### config.mk
export PLATFORM = sky130hd
export DESIGN_NAME = angle_hold_latch
export DESIGN_NICKNAME = d
export VERILOG_FILES = /design/src/rtl/angle_hold_pkg.sv /design/src/rtl/ahl_sync.sv /design/src/rtl/ahl_delay_line.sv /design/src/rtl/ahl_lock_ctrl.sv /design/src/rtl/ahl_lane_map.sv /design/src/rtl/angle_hold_latch.sv
export SDC_FILE = /design/constraint.sdc
export NUM_CORES = 1
export LEC_CHECK = 0
export BUFFER_PORTS_ARGS = -buffer_cell sky130_fd_sc_hd__buf_2
export CORE_UTILIZATION = 48
export DETAILED_ROUTE_END_ITERATION = 7
export PLACE_DENSITY = 0.68
export SYNTH_ARGS = -nofsm -noshare
export SYNTH_HDL_FRONTEND = slang
export SYNTH_HIERARCHICAL = 1
export SYNTH_SLANG_ARGS = --single-unit
### constraint.sdc
create_clock -name clk -period 6.1 [get_ports clk]
set_clock_uncertainty 0.2 [all_clocks]
set_input_delay 0.61 -clock clk [delete_from_list [all_inputs] [get_ports clk]]
set_output_delay 0.61 -clock clk [all_outputs]
set_load 0.05 [all_outputs]
### src/rtl/angle_hold_pkg.sv
package angle_hold_pkg;

  typedef enum logic [1:0] {
    ST_OPEN = 2'd0,
    ST_BUSY = 2'd1,
    ST_INH  = 2'd2
  } lock_state_e;

  localparam int unsigned NARROW_W = 14;

endpackage

### src/rtl/ahl_sync.sv
module ahl_sync #(
  parameter int unsigned          N      = 2,
  parameter int unsigned          STAGES = 2,
  parameter logic [N-1:0]         RST_V  = '0
) (
  input  logic         clk,
  input  logic         rst_n,
  input  logic [N-1:0] async_i,
  output logic [N-1:0] sync_o
);

  for (genvar b = 0; b < N; b++) begin : g_bit
    logic [STAGES-1:0] chain_q;
    always_ff @(posedge clk or negedge rst_n) begin
      if (!rst_n) chain_q <= {STAGES{RST_V[b]}};
      else        chain_q <= {chain_q[STAGES-2:0], async_i[b]};
    end
    assign sync_o[b] = chain_q[STAGES-1];
  end

endmodule

### src/rtl/ahl_delay_line.sv
module ahl_delay_line #(
  parameter int unsigned W     = 16,
  parameter int unsigned DEPTH = 5
) (
  input  logic         clk,
  input  logic         rst_n,
  input  logic [W-1:0] din,
  output logic [W-1:0] dout
);

  logic [W-1:0] stage_q [DEPTH];

  for (genvar s = 0; s < DEPTH; s++) begin : g_stage
    if (s == 0) begin : g_head
      always_ff @(posedge clk or negedge rst_n) begin
        if (!rst_n) stage_q[0] <= '0;
        else        stage_q[0] <= din;
      end
    end else begin : g_body
      always_ff @(posedge clk or negedge rst_n) begin
        if (!rst_n) stage_q[s] <= '0;
        else        stage_q[s] <= stage_q[s-1];
      end
    end
  end

  assign dout = stage_q[DEPTH-1];

endmodule

### src/rtl/ahl_lock_ctrl.sv
module ahl_lock_ctrl
  import angle_hold_pkg::*;
(
  input  logic        clk,
  input  logic        rst_n,
  input  logic        busy_s,
  input  logic        inh_n_s,
  output lock_state_e state_o,
  output logic        lock_o
);

  lock_state_e state_q, state_d;

  always_comb begin
    state_d = state_q;
    unique case (state_q)
      ST_OPEN: begin
        if (busy_s)        state_d = ST_BUSY;
        else if (!inh_n_s) state_d = ST_INH;
      end
      ST_BUSY: begin
        if (!busy_s) state_d = inh_n_s ? ST_OPEN : ST_INH;
      end
      ST_INH: begin
        if (inh_n_s && !busy_s) state_d = ST_OPEN;
      end
      default: state_d = ST_OPEN;
    endcase
  end

  always_ff @(posedge clk or negedge rst_n) begin
    if (!rst_n) state_q <= ST_OPEN;
    else        state_q <= state_d;
  end

  // Closed while either request is live or the controller has not yet reopened.
  assign lock_o  = busy_s || !inh_n_s || (state_q != ST_OPEN);
  assign state_o = state_q;

  // a busy cycle always leaves the controller in a locked state.
  a_r2_busy_locks: assert property (@(posedge clk) disable iff (!rst_n)
    busy_s |=> (state_q != ST_OPEN));

  // inhibit raised during busy carries the lock past the end of the pulse.
  a_r3_inh_after_busy: assert property (@(posedge clk) disable iff (!rst_n)
    (state_q == ST_BUSY && !busy_s && !inh_n_s) |=> (state_q == ST_INH));

  // busy arriving under inhibit never reopens the latch.
  a_r4_inh_busy_stay: assert property (@(posedge clk) disable iff (!rst_n)
    (state_q == ST_INH && busy_s) |=> (state_q == ST_INH));

endmodule

### src/rtl/ahl_lane_map.sv
module ahl_lane_map #(
  parameter int unsigned ANG_W    = 16,
  parameter bit          PROG_RES = 1'b1
) (
  input  logic                 clk,
  input  logic                 rst_n,
  input  logic [ANG_W-1:0]     angle_i,
  input  logic                 res16_i,
  output logic [ANG_W/2-1:0]   hi_o,
  output logic [ANG_W/2-1:0]   lo_o
);

  localparam int unsigned LANE_W = ANG_W / 2;
  localparam int unsigned NW     = angle_hold_pkg::NARROW_W;
  localparam int unsigned SHORT  = NW - LANE_W;

  if (PROG_RES) begin : g_prog
    always_comb begin
      if (res16_i) begin
        hi_o = angle_i[ANG_W-1 -: LANE_W];
        lo_o = angle_i[LANE_W-1:0];
      end else begin
        hi_o = angle_i[NW-1 -: LANE_W];
        lo_o = {{(LANE_W-SHORT){1'b0}}, angle_i[SHORT-1:0]};
      end
    end
  end else begin : g_fixed
    assign hi_o = {{(LANE_W-SHORT){1'b0}}, angle_i[NW-1:LANE_W]};
    assign lo_o = angle_i[LANE_W-1:0];

    // changing the resolution pin alone leaves the fixed split untouched.
    a_r9_fixed_ignores_res: assert property (@(posedge clk) disable iff (!rst_n)
      (angle_i == $past(angle_i) && res16_i != $past(res16_i))
        |-> (hi_o == $past(hi_o) && lo_o == $past(lo_o)));
  end

endmodule

### src/rtl/angle_hold_latch.sv
module angle_hold_latch
  import angle_hold_pkg::*;
#(
  parameter int unsigned ANG_W       = 16,
  parameter int unsigned SYNC_STAGES = 2,
  parameter int unsigned UPD_DLY     = 5,
  parameter bit          PROG_RES    = 1'b1
) (
  input  logic               clk,
  input  logic               rst_n,
  input  logic               busy_async,
  input  logic               inh_n_async,
  input  logic [ANG_W-1:0]   cnt_angle,
  input  logic               res16,
  input  logic               hi_en_n,
  input  logic               lo_en_n,
  output logic [ANG_W/2-1:0] hi_lane,
  output logic               hi_drv,
  output logic [ANG_W/2-1:0] lo_lane,
  output logic               lo_drv
);

  localparam int unsigned LANE_W = ANG_W / 2;

  logic [1:0]       ctl_s;
  logic             busy_s, inh_n_s, lock;
  lock_state_e      lstate;
  logic [ANG_W-1:0] dly_word, held_q, view_word;
  logic [LANE_W-1:0] hi_word, lo_word;

  ahl_sync #(.N(2), .STAGES(SYNC_STAGES), .RST_V(2'b10)) u_sync (
    .clk     (clk),
    .rst_n   (rst_n),
    .async_i ({inh_n_async, busy_async}),
    .sync_o  (ctl_s)
  );
  assign busy_s  = ctl_s[0];
  assign inh_n_s = ctl_s[1];

  ahl_delay_line #(.W(ANG_W), .DEPTH(UPD_DLY)) u_dly (
    .clk   (clk),
    .rst_n (rst_n),
    .din   (cnt_angle),
    .dout  (dly_word)
  );

  ahl_lock_ctrl u_lock (
    .clk     (clk),
    .rst_n   (rst_n),
    .busy_s  (busy_s),
    .inh_n_s (inh_n_s),
    .state_o (lstate),
    .lock_o  (lock)
  );

  // Hold register tracks the delayed word while open; the mux makes it a transparent latch.
  always_ff @(posedge clk or negedge rst_n) begin
    if (!rst_n)     held_q <= '0;
    else if (!lock) held_q <= dly_word;
  end
  assign view_word = lock ? held_q : dly_word;

  ahl_lane_map #(.ANG_W(ANG_W), .PROG_RES(PROG_RES)) u_map (
    .clk     (clk),
    .rst_n   (rst_n),
    .angle_i (view_word),
    .res16_i (res16),
    .hi_o    (hi_word),
    .lo_o    (lo_word)
  );

  assign hi_drv  = !hi_en_n;
  assign lo_drv  = !lo_en_n;
  assign hi_lane = hi_drv ? hi_word : '0;
  assign lo_lane = lo_drv ? lo_word : '0;

  // across consecutive locked cycles the presented word never moves.
  a_r5_hold_stable: assert property (@(posedge clk) disable iff (!rst_n)
    (lock && $past(lock)) |-> (view_word == $past(view_word)));

  // in the inhibit-hold state the lanes are fed from the hold register.
  a_r3_inh_uses_held: assert property (@(posedge clk) disable iff (!rst_n)
    (lstate == ST_INH) |-> (view_word == held_q));

endmodule

== After elaboration in Yosys (flattened, before gate mapping) ==
Index checks and enable logic that the tools add are counted.

* Output and inout bits: 18
* Bits of input ports: 23
* Flip-flop bits (word level): 102

* Reduce and logical (&&, ||, !) cells: 10
* Equality and inequality tests: 5
* Multiplexer cells: 11

{| class="wikitable"
|+ Operators by type and width
! cell !! number
|-
| 2-to-1 mux 8 bit || 4
|-
| 2-to-1 mux 16 bit || 1
|-
| 2-to-1 mux 2 bit || 5
|-
| case mux 2 bit (3 select lines) || 1
|-
| zero test 1 bit || 4
|-
| != test 3 bit, second input constant || 1
|-
| AND reduction 3 bit || 1
|-
| equality test 2 x 1 -> 1 bit, second input constant || 1
|-
| equality test 2 bit, second input constant || 1
|-
| zero test 2 bit || 1
|-
| logical OR 1 bit || 2
|-
| != test 2 x 1 -> 1 bit, second input constant || 1
|-
| != test 2 bit, second input constant || 1
|-
| nonzero test 2 bit || 1
|-
| logical AND 1 bit || 1
|}

== Logic depth before layout (Yosys ltp) ==
Gate-level depths: netlist of the first run.

* Depth after elaboration: 6
* Gate-level depth with buffers: 8

== By module ==
The synthesis of the first run kept the hierarchy.

{| class="wikitable"
|+ Modules (own cells, without submodules)
! module !! area each (um2) !! sequential area each (um2) !! cells an instance !! instances
|-
| ahl_delay_line || 2122.0 || 2001.9 || 96 || 1
|-
| angle_hold_latch || 757.0 || 400.4 || 52 || 1
|-
| ahl_lane_map || 191.4 || 0.0 || 17 || 1
|-
| ahl_sync || 117.6 || 102.6 || 6 || 1
|-
| ahl_lock_ctrl || 85.1 || 50.0 || 7 || 1
|}

== Worst setup path after synthesis of the first run ==
OpenSTA, ideal clock, no wires.

* Path kind: register to output
* Start point: reg u_sync.g_bit[1].chain_q[1]
* End point: out hi_lane[2]
* Cell stages (with the launch flop): 9
* Path slack: 3.147 ns
* Buffers on the path: 3
* Arrival: 2.143 ns
* Cells stage by stage: dfstp_2 buf_4 nor2b_1 nand2_1 buf_6 buf_12 mux2_4 mux2_4 nor2b_1

* Longest elaborated chain between the ends: 6

{| class="wikitable"
|+ RTL lines
! what !! line !! text
|-
| start, declared || ahl_sync.sv:13 || <nowiki>logic [STAGES-1:0] chain_q;</nowiki>
|-
| start signal, assigned || ahl_sync.sv:15 || <nowiki>if (!rst_n) chain_q <= {STAGES{RST_V[b]}};</nowiki>
|-
| start signal, assigned || ahl_sync.sv:16 || <nowiki>else chain_q <= {chain_q[STAGES-2:0], async_i[b]};</nowiki>
|-
| zero test 1 bit || ahl_lock_ctrl.sv:37 || <nowiki>assign lock_o = busy_s || !inh_n_s || (state_q != ST_OPEN);</nowiki>
|-
| logical OR 1 bit (2 in a row) || ahl_lock_ctrl.sv:37 ||
|-
| net lock || angle_hold_latch.sv:26 || <nowiki>logic busy_s, inh_n_s, lock;</nowiki>
|-
| 2-to-1 mux 16 bit || angle_hold_latch.sv:61 || <nowiki>assign view_word = lock ? held_q : dly_word;</nowiki>
|-
| net view_word[8] || angle_hold_latch.sv:28 || <nowiki>logic [ANG_W-1:0] dly_word, held_q, view_word;</nowiki>
|-
| 2-to-1 mux 8 bit || ahl_lane_map.sv:19 || <nowiki>if (res16_i) begin</nowiki>
|-
| net hi_word[2] || angle_hold_latch.sv:29 || <nowiki>logic [LANE_W-1:0] hi_word, lo_word;</nowiki>
|-
| 2-to-1 mux 8 bit || angle_hold_latch.sv:74 || <nowiki>assign hi_lane = hi_drv ? hi_word : '0;</nowiki>
|-
| end, declared || angle_hold_latch.sv:17 || <nowiki>output logic [ANG_W/2-1:0] hi_lane,</nowiki>
|}

The timed path passes the listed nets, and every way through them passes these cells.

== Final worst setup path of the first run ==
Same ends and word-level chain as after synthesis.

==> impl_metrics.csv, run 1 <==
group,metric,value,unit
pwr,p_int,997,uW
timing,worst_pin_slew,0.904,ns
logic_synthesis,synthSimpleGateAreaFrac,4.20,%
clock_tree,cts_tree,"built",
logic_synthesis,syn-cell-area,3270,um2
worst_setup_path,reg2reg_depth,3,
timing,tns,0,ns
timing,hold_viol_final,0,
logic_synthesis,synth_nets,201,
global_routing,grt_use_total,10.6,%
routing,antenna_left,0,
hold_path,hold_class,"flop to flop",
routing,drtIter0Drc,47,
worst_setup_path,worstSetupPathType,"flop to output port",
logic_synthesis,synth_compound_area_share,0.382,%
worst_setup_path,start_kind,"flop",
logic_synthesis,muxShareOfSynthArea,10.3,%
logic_synthesis,yosys.area.top_type,"dfrtp_1",
logic_synthesis,synth-xor-area-share,0,%
global_routing,grt_pass1_vias,1242,
timing,rsz0062_at_grt,"false",
die,start_util,50.7,%
clock_tree,clock_latency,0.34,ns
logic_synthesis,yosysWarnings,6,
logic_synthesis,synth_cell_types,14,
worst_setup_path,cp_top_family,"simple AND/OR/NAND/NOR gates",
run,maxCapViolations,0,
hold_path,worstHoldPathCells,0,
layout,antenna_cells,0,
worst_setup_path,cp_cell_sequence,"nor2b_1, nand2_1, mux2_4, mux2_4, nor2b_1, buf_2",
worst_setup_path,critical_path_required,5.29,ns
logic_synthesis,yosysTopAreaCellShare,76.5,%
clock_tree,cts_buffers,9,
worst_setup_path,arrival,2.68,ns
die,core_area,6460,um2
clock_tree,htreeDepth,3,
die,die_y,84.6,um
timing,finalCritPeriodShare,57.3,%
worst_setup_path,crit_path_end_kind,"output port",
routing,wl_per_cell,11.2,um
clock_tree,cts_hold_buf,1,
logic_synthesis,ys_ff_latch,102,
worst_setup_path,cp_slowest_cell,"dfstp_2",
clock_tree,root_buffer,"clkbuf_8",
routing,wirelength,3220,um
pwr,powerDensity,385,nW/um2
clock_tree,path_clk_slew,0.09,ns
logic_synthesis,synthAdderAreaFrac,0,%
die,ioPinCount,41,
place,numPortBuffers,40,
clock_tree,numClockSinks,102,
logic_synthesis,synth.area.top_cells,"dfrtp_1 76%, mux2_4 8.3%, buf_4 5.5%, nor2b_1 3.2%, mux2_2 2.1%",
timing,relSlewSlack,39.7,%
routing,dr.pass1.iters,5,
pwr,power_frac_seq,55.3,%
worst_setup_path,path_buf_inv,1,
global_routing,grt_max_degree,80,
die,dieArea,7150,um2
worst_setup_path,slowest_delay,0.52,ns
layout,syn_to_final_growth,8.68,%
layout,layout-drive-gt1-share,41.6,%
pwr,ir_drop,199,uV
timing,fmax,0.286,GHz
pwr,p_switching,371,uW
die,num_rows,29,
place,place.gp.congestion,0.685,
global_routing,grt_pass1_wl,5590,um
outcome,status,"finished, final reports clean",
worst_setup_path,cp.depth,6,
clock_tree,cts_buffer_depth,2,
logic_synthesis,synth_top_family_by_area,"multiplexers",
clock_tree,cts_resized,0,
logic_synthesis,synth_cells,178,
clock_tree,post_cts_buffers,0,
timing,finalCriticalPeriod,3.49,ns
logic_synthesis,ys_seq_area_share,78.1,%
layout,fin_nets,227,
global_routing,antenna_found_initial,0,
die,die_x,84.6,um
pwr,power_leakage,1.72,nW
worst_setup_path,critical_path.max_fanout,16,
pwr,power_frac_comb,16.8,%
global_routing,grt_overflow,0,
pwr,p_clk_share,27.9,%
logic_synthesis,avgSynthCellArea,18.4,um2
timing,drv_slew,0,
routing,route.detailed.drc,0,
timing,setup-violations-final,0,
routing,vias_per_cell,4.25,
pwr,swShare,27.1,%
routing,dr_total_vias,1216,
pwr,power,1.37,mW
[power groups by stage]
stage | combinational [mW] | sequential, mW | clock (mW)
after floorplan | 0.207 | 0.765 | 0
after global placement | 0.229 | 0.769 | 0
after detailed placement | 0.233 | 0.770 | 0
after CTS | 0.234 | 0.757 | 0.404
after global routing | 0.246 | 0.764 | 0.429
final | 0.230 | 0.757 | 0.382
[path summary, 6_finish.rpt]
kind	startpoint	slack, ns	end
worst max-delay path	u_sync/g_bit[1].chain_q[1]	2.61	hi_lane[2]
worst min-delay path	u_dly/stage_q[24]	0.15	u_dly/dout[8]
worst max register to register	u_sync/g_bit[1].chain_q[1]	4.04	held_q[8]
worst min register to register	u_dly/stage_q[24]	0.15	u_dly/dout[8]
max in group asynchronous	rst_n	4.03	u_dly/stage_q[24]
min in group asynchronous	rst_n	0.47	u_dly/stage_q[64]
[cell type report]
type,instances,area [um2]
fill,506,2900
sequential,102,2550
multi-input combinational,47,488
timing repair buffer,42,220
clock buffer,9,124
tap,77,96.3
clock inverter,7,66.3
inverter,2,7.51
[Yosys cell counts]
cell type / count
nand2_1: 1
mux2_2: 6
nor2b_1: 17
a211oi_2: 1
nor2_1: 1
buf_6: 2
nor2b_2: 1
and2_2: 2
buf_12: 1
mux2_4: 18
buf_4: 24
dfrtp_1: 100
inv_1: 2
dfstp_2: 2
[routing by layer]
layer  routed length, um  GRT usage, %
met1                1550          12.5
met2                1460          16.1
met3                 186          5.11
met4                  23          6.01
met5                   0             0
[kinds of logic after synthesis]
family,count (synthesis)
AO/OA/AOI/OAI,1
buffers and inverters,29
flip-flops,102
multiplexers,24
AND/OR/NAND/NOR,22
[layout by cell type (no fill, tap or decap), types with 2 or more instances in the layout]
cell / instances
mux2_2: 6
dfstp_2: 2
buf_4: 2
and2_2: 2
clkbuf_8: 9
buf_2: 39
inv_1: 2
inv_6: 3
nor2b_1: 17
dfrtp_1: 100
mux2_4: 18
[state kept, by name (all words and copies together) (netlist names)]
register / cells
held_q: 16
u_dly/dout: 16
u_dly/stage_q: 64
u_lock/state_o: 2
u_sync/g_bit.chain_q: 4
[per-stage QoR]
| step | hold WS, ns | setup slack, ns | util (%) | cell area (um2) | std cells |
|---|---|---|---|---|---|
| 2_1_floorplan | 0.114 | 3.15 | - | 3270 | 178 |
| 3_3_place_gp | 0.132 | 3.01 | 52.0 | 3360 | 269 |
| 3_5_place_dp | 0.135 | 2.96 | 52.0 | 3360 | 269 |
| 4_1_cts | 0.124 | 2.55 | 55.1 | 3560 | 286 |
| 5_1_grt | 0.125 | 2.45 | 55.1 | 3560 | 286 |
| 6_report | 0.153 | 2.61 | 55.1 | 3560 | 286 |
Note: power is estimated with default switching activity, not from simulation.
==> inputs of run 2 (changes only) <==
PLACE_DENSITY = 0.71   (was 0.68)
clock period = 3.2 ns   (was 6.1 ns; I/O delays follow)
==> run 2 against run 1 <==
Net effect: power up 95%; via count rose by 7.9%; wire length rose by 9.5%; sequential share of layout area is 3.9 points lower.
==> impl_metrics.csv, run 2 (synthesis gave the netlist of run 1 again) <==
group,metric,value,unit
layout,regArea,2550,um2
worst_setup_path,worstSetupPathType,"flop to output port",
layout,syn_to_final_growth,15.0,%
timing,rsz0062_at_grt,"false",
place,dp_slack,0.474,ns
clock_tree,numClockSinks,102,
die,dieArea,7150,um2
clock_tree,htreeDepth,3,
routing,route.detailed.drc,0,
worst_setup_path,arrival,2.37,ns
clock_tree,path_clk_slew,0.08,ns
worst_setup_path,critical_path.max_fanout,13,
timing,setup-violations-final,0,
pwr,power_leakage,1.81,nW
worst_setup_path,start_kind,"flop",
layout,fin_nets,247,
die,die_x,84.6,um
die,num_rows,29,
timing,fmax,0.346,GHz
pwr,ir_drop,404,uV
timing,finalCritPeriodShare,90.2,%
layout,largest_reg_flops,64,
layout,largest-register,"u_dly/stage_q",
timing,finalCriticalPeriod,2.89,ns
timing,drv_slew,0,
global_routing,grt_use_total,11.8,%
routing,drtIter0Drc,69,
worst_setup_path,reg2reg_slack,1.31,ns
place,place.gp.congestion,0.675,
worst_setup_path,critical_path_required,2.68,ns
routing,dr.pass1.iters,6,
timing,hold_viol_final,0,
global_routing,grt_pass1_wl,6190,um
outcome,status,"finished, final reports clean",
global_routing,grt_pass1_vias,1323,
die,ioPinCount,41,
layout,n_fill_cell,493,
timing,holdWs,0.150,ns
routing,vias_per_cell,4.29,
routing,wl_per_cell,11.5,um
worst_setup_path,cp_cell_sequence,"nor2b_1, nand2_2, mux2_4, mux2_4, nor2b_1, buf_2",
worst_setup_path,crit_path_end_kind,"output port",
layout,final_cell_mix,"100 x dfrtp_1, 39 x buf_2, 19 x dlygate4sd3_1, 18 x mux2_4, 17 x nor2b_1",
clock_tree,root_buffer,"clkbuf_8",
layout,final_common_cell,"dfrtp_1",
clock_tree,clock_latency,0.34,ns
layout,finish.utilization,58.3,%
routing,antenna_left,0,
global_routing,grt_overflow,0,
timing,worst_pin_slew,0.631,ns
routing,wirelength,3520,um
hold_path,hold_class,"flop to flop",
clock_tree,post_cts_buffers,0,
routing,dr_total_vias,1312,
worst_setup_path,cp_slowest_cell,"dfstp_2",
pwr,powerDensity,709,nW/um2
global_routing,antenna_found_initial,0,
clock_tree,cts_tree,"built",
run,maxCapViolations,0,
pwr,power,2.67,mW
clock_tree,cts_buffers,9,
place,numPortBuffers,40,
layout,antenna_cells,0,
die,core_area,6460,um2
timing,tns,0,ns
timing,relSlewSlack,58.0,%
layout,multi_input_area,490,um2
clock_tree,cts_buffer_depth,2,
global_routing,grt_max_degree,55,
timing,setup_ws,0.314,ns
worst_setup_path,slowest_delay,0.52,ns
layout,layout-drive-gt1-share,39.3,%
place,hpwlAfterDp,2200,um
die,start_util,50.7,%
die,die_y,84.6,um
-- run 2: cell count changes in the layout (fill, tap and decap cells not counted) --
cell           change
clkinv_8           -1
clkinv_4           +1
clkbuf_8           +1
dlygate4sd3_1     +18
buf_4              +2
inv_6              -3
nand2_2            +1
clkinv_2           +2
inv_8              -1
bufinv_16          +1
nand2_1            -1
-- run 2: repair_timing --
item                                    in CTS  in global routing
hold buffers                                19                  0
endpoints found under the setup margin       0                  8
endpoints found under the hold margin       70                  0
resized for setup                            0                  1
-- run 2: critical path, delay by kind of cell, from the launching register on --
kind | cells | cell delay, ns
muxes | 2 | 0.66
and+or+nand+nor | 3 | 0.63
DFF | 1 | 0.52
buffers and inverters | 1 | 0.21
-- run 2: through the flow --
step                std cells  area (um2)
floorplan                 178        3270
global placement          271        3370
detailed placement        271        3370
CTS                       306        3760
global route              306        3760
finish                    306        3760
-- run 2: worst paths after layout --
kind                                               to                  startpoint  cells after the start
max in group asynchronous  u_sync/g_bit[1].chain_q[0]                       rst_n                      3
min in group asynchronous           u_dly/stage_q[50]                       rst_n                      2
setup reg to reg                            held_q[4]  u_sync/g_bit[1].chain_q[1]                      4
hold reg to reg                     u_dly/stage_q[29]           u_dly/stage_q[45]                      0
setup / recovery                           hi_lane[3]  u_sync/g_bit[1].chain_q[1]                      6
hold / removal                      u_dly/stage_q[29]           u_dly/stage_q[45]                      0
-- run 2: layout make-up --
| type | instances | share of cell area (%) |
|---|---|---|
| Clock buffer | 10 | 3.66 |
| Sequential cell | 102 | 67.9 |
| Multi-Input combinational cell | 47 | 13.0 |
| Tap cell | 77 | 2.56 |
| Clock inverter | 6 | 1.63 |
| Timing Repair Buffer | 62 | 11.0 |
| Inverter | 2 | 0.199 |
-- run 2: power by group --
| part | leakage [nW] | switching (mW) | internal, mW |
|---|---|---|---|
| Clock | 0.102 | 0.385 | 0.380 |
| Sequential | 1.19 | 0.0351 | 1.41 |
| Combinational | 0.516 | 0.253 | 0.206 |
| Total | 1.81 | 0.673 | 1.99 |
-- run 2: per-layer routing --
metal | part of all wire (%) | routed length (um) | vias up | track usage [%]
li1 | - | - | 629 | -
met1 | 49 | 1710 | 637 | 16.0
met2 | 44 | 1540 | 38 | 16.5
met3 | 4.6 | 163 | 8 | 3.93
met4 | 2.8 | 99 | 0 | 7.40
met5 | 0 | 0 | - | 0
==> inputs of run 3 (changes only) <==
--- a/config.mk
+++ b/config.mk
@@ -10,4 +10,5 @@
 export DETAILED_ROUTE_END_ITERATION = 7
 export PLACE_DENSITY = 0.71
+export REMOVE_ABC_BUFFERS = 1
 export SYNTH_ARGS = -nofsm -noshare
 export SYNTH_HDL_FRONTEND = slang
==> constraint.sdc (replaced) <==
create_clock -name clk -period 3.2 [get_ports clk]
set_clock_uncertainty 0.2 [all_clocks]
set_input_delay 0 -clock clk [delete_from_list [all_inputs] [get_ports clk]]
set_output_delay 0 -clock clk [all_outputs]
set_load 0.05 [all_outputs]
==> run 3 against run 2 <==
Net effect: wire length up 0.45%; global-route usage up 0.23 points; register-to-register slack worse by 0.17 ns; final cell count down 0.65%; final area down 1.6%; worst setup slack better by 0.011 ns; sequential share of layout area up 1.1 points; hold slack worse by 0.10 ns.
==> impl_metrics.csv, run 3 (synthesis gave the netlist of run 1 again) <==
group,metric,value,unit
routing,antenna_left,0,
pwr,ir_drop,235,uV
global_routing,antenna_found_initial,0,
global_routing,grt_overflow,0,
worst_setup_path,start_kind,"flop",
layout,largest-register,"u_dly/stage_q",
die,start_util,50.7,%
worst_setup_path,reg2reg_slack,1.14,ns
place,dp_slack,0.701,ns
global_routing,grt_use_total,12.0,%
worst_setup_path,cp_slowest_cell,"nand2_1",
layout,stdcell_area,3700,um2
worst_setup_path,arrival,2.67,ns
die,num_rows,29,
worst_setup_path,critical_path_required,3.00,ns
global_routing,grt_max_degree,62,
worst_setup_path,reg2reg_depth,3,
layout,final_common_cell,"dfrtp_1",
worst_setup_path,crit_path_end_kind,"output port",
layout,fin_nets,246,
worst_setup_path,rr_startpoint,"u_sync/g_bit[1].chain_q[1]",
layout,antenna_cells,0,
layout,finish.utilization,57.3,%
pwr,power,2.54,mW
layout,largest_reg_flops,64,
worst_setup_path,slowest_delay,0.52,ns
clock_tree,cts_resized,0,
timing,drv_slew,0,
hold_path,hold_class,"primary input to async pin",
clock_tree,cts_buffer_depth,2,
worst_setup_path,critical_path.max_fanout,16,
timing,relSlewSlack,43.3,%
timing,holdWs,0.0467,ns
routing,wl_per_cell,11.6,um
run,maxCapViolations,0,
timing,fmax,0.348,GHz
clock_tree,clock_latency,0.34,ns
clock_tree,root_buffer,"clkbuf_8",
layout,syn_to_final_growth,13.1,%
worst_setup_path,r2r_end,"held_q[10]",
outcome,status,"finished, final reports clean",
clock_tree,cts_buffers,9,
place,place_area,3360,um2
worst_setup_path,worstSetupPathType,"flop to output port",
timing,setup-violations-final,0,
routing,vias_per_cell,4.32,
global_routing,grt_pass1_vias,1366,
layout,instances_no_fill,304,
global_routing,grt_pass1_wl,6270,um
place,numPortBuffers,40,
pwr,power_leakage,1.78,nW
timing,finalCriticalPeriod,2.87,ns
timing,worst_pin_slew,0.848,ns
layout,final_cell_mix,"100 x dfrtp_1, 39 x buf_2, 19 x dlygate4sd3_1, 18 x mux2_4, 17 x nor2b_1",
die,die_y,84.6,um
timing,finalCritPeriodShare,89.8,%
timing,tns,0,ns
worst_setup_path,cp_cell_sequence,"nor2b_1, nand2_1, mux2_4, mux2_4, nor2b_1, buf_2",
clock_tree,path_clk_slew,0.08,ns
routing,route.detailed.drc,0,
routing,dr_total_vias,1312,
clock_tree,htreeDepth,3,
place,place.gp.congestion,0.686,
die,dieArea,7150,um2
die,core_area,6460,um2
routing,wirelength,3540,um
timing,rsz0062_at_grt,"false",
clock_tree,cts_tree,"built",
die,ioPinCount,41,
clock_tree,numClockSinks,102,
place,hpwlAfterDp,2170,um
layout,layout-drive-gt1-share,36.6,%
place,place_inst,270,
pwr,powerDensity,685,nW/um2
timing,hold_viol_final,0,
routing,drtIter0Drc,91,
die,die_x,84.6,um
routing,dr.pass1.iters,6,
timing,setup_ws,0.325,ns
==> run 3: critical path, delay by kind of cell (launching register included) <==
family	cells	cell delay, ns
AND/OR/NAND/NOR	3	0.83
buffers and inverters	1	0.20
multiplexers	2	0.78
flip-flops	1	0.51
==> run 3: layer usage <==
metal,GRT usage [%],wire [um],share of wire (%)
met5,0,0,0
met3,5.60,194,5.5
met4,6.01,77,2.2
met2,17.3,1540,44
met1,15.4,1720,49
==> run 3: what timing repair did <==
item                                    4_1_cts  5_1_grt
endpoints found under the setup margin        0        0
endpoints found under the hold margin        77        0
buffers inserted                              0        0
hold buffers                                 19        0
==> run 3: how the worst max path moves through the flow <==
stage,startpoint,end,slack [ns],cells past startpoint
3_5_place_dp,u_sync/g_bit[1].chain_q[1],hi_lane[5],0.70,6
3_3_place_gp,u_sync/g_bit[1].chain_q[1],hi_lane[5],0.73,6
4_1_cts,u_sync/g_bit[1].chain_q[1],hi_lane[5],0.30,6
6_report,u_sync/g_bit[1].chain_q[1],hi_lane[4],0.33,6
5_1_grt,u_sync/g_bit[1].chain_q[1],hi_lane[5],0.17,6
2_1_floorplan,u_sync/g_bit[1].chain_q[1],hi_lane[7],0.71,5
==> run 3: area by class of cell <==
class / count / area [um2]
fillers: 501 / 2760
flip-flops and latches: 102 / 2550
multi-input cells: 47 / 488
repair buffers: 61 / 408
clock buffers: 13 / 139
well taps: 77 / 96.3
clock inverters: 2 / 10.0
inverters: 2 / 7.51
==> run 3: power by group <==
part	switching, mW	total (mW)	leakage [nW]	internal, mW
sequential	0.0343	1.44	1.19	1.41
combinational	0.251	0.456	0.511	0.205
clock	0.358	0.636	0.0773	0.277
total	0.644	2.54	1.78	1.89
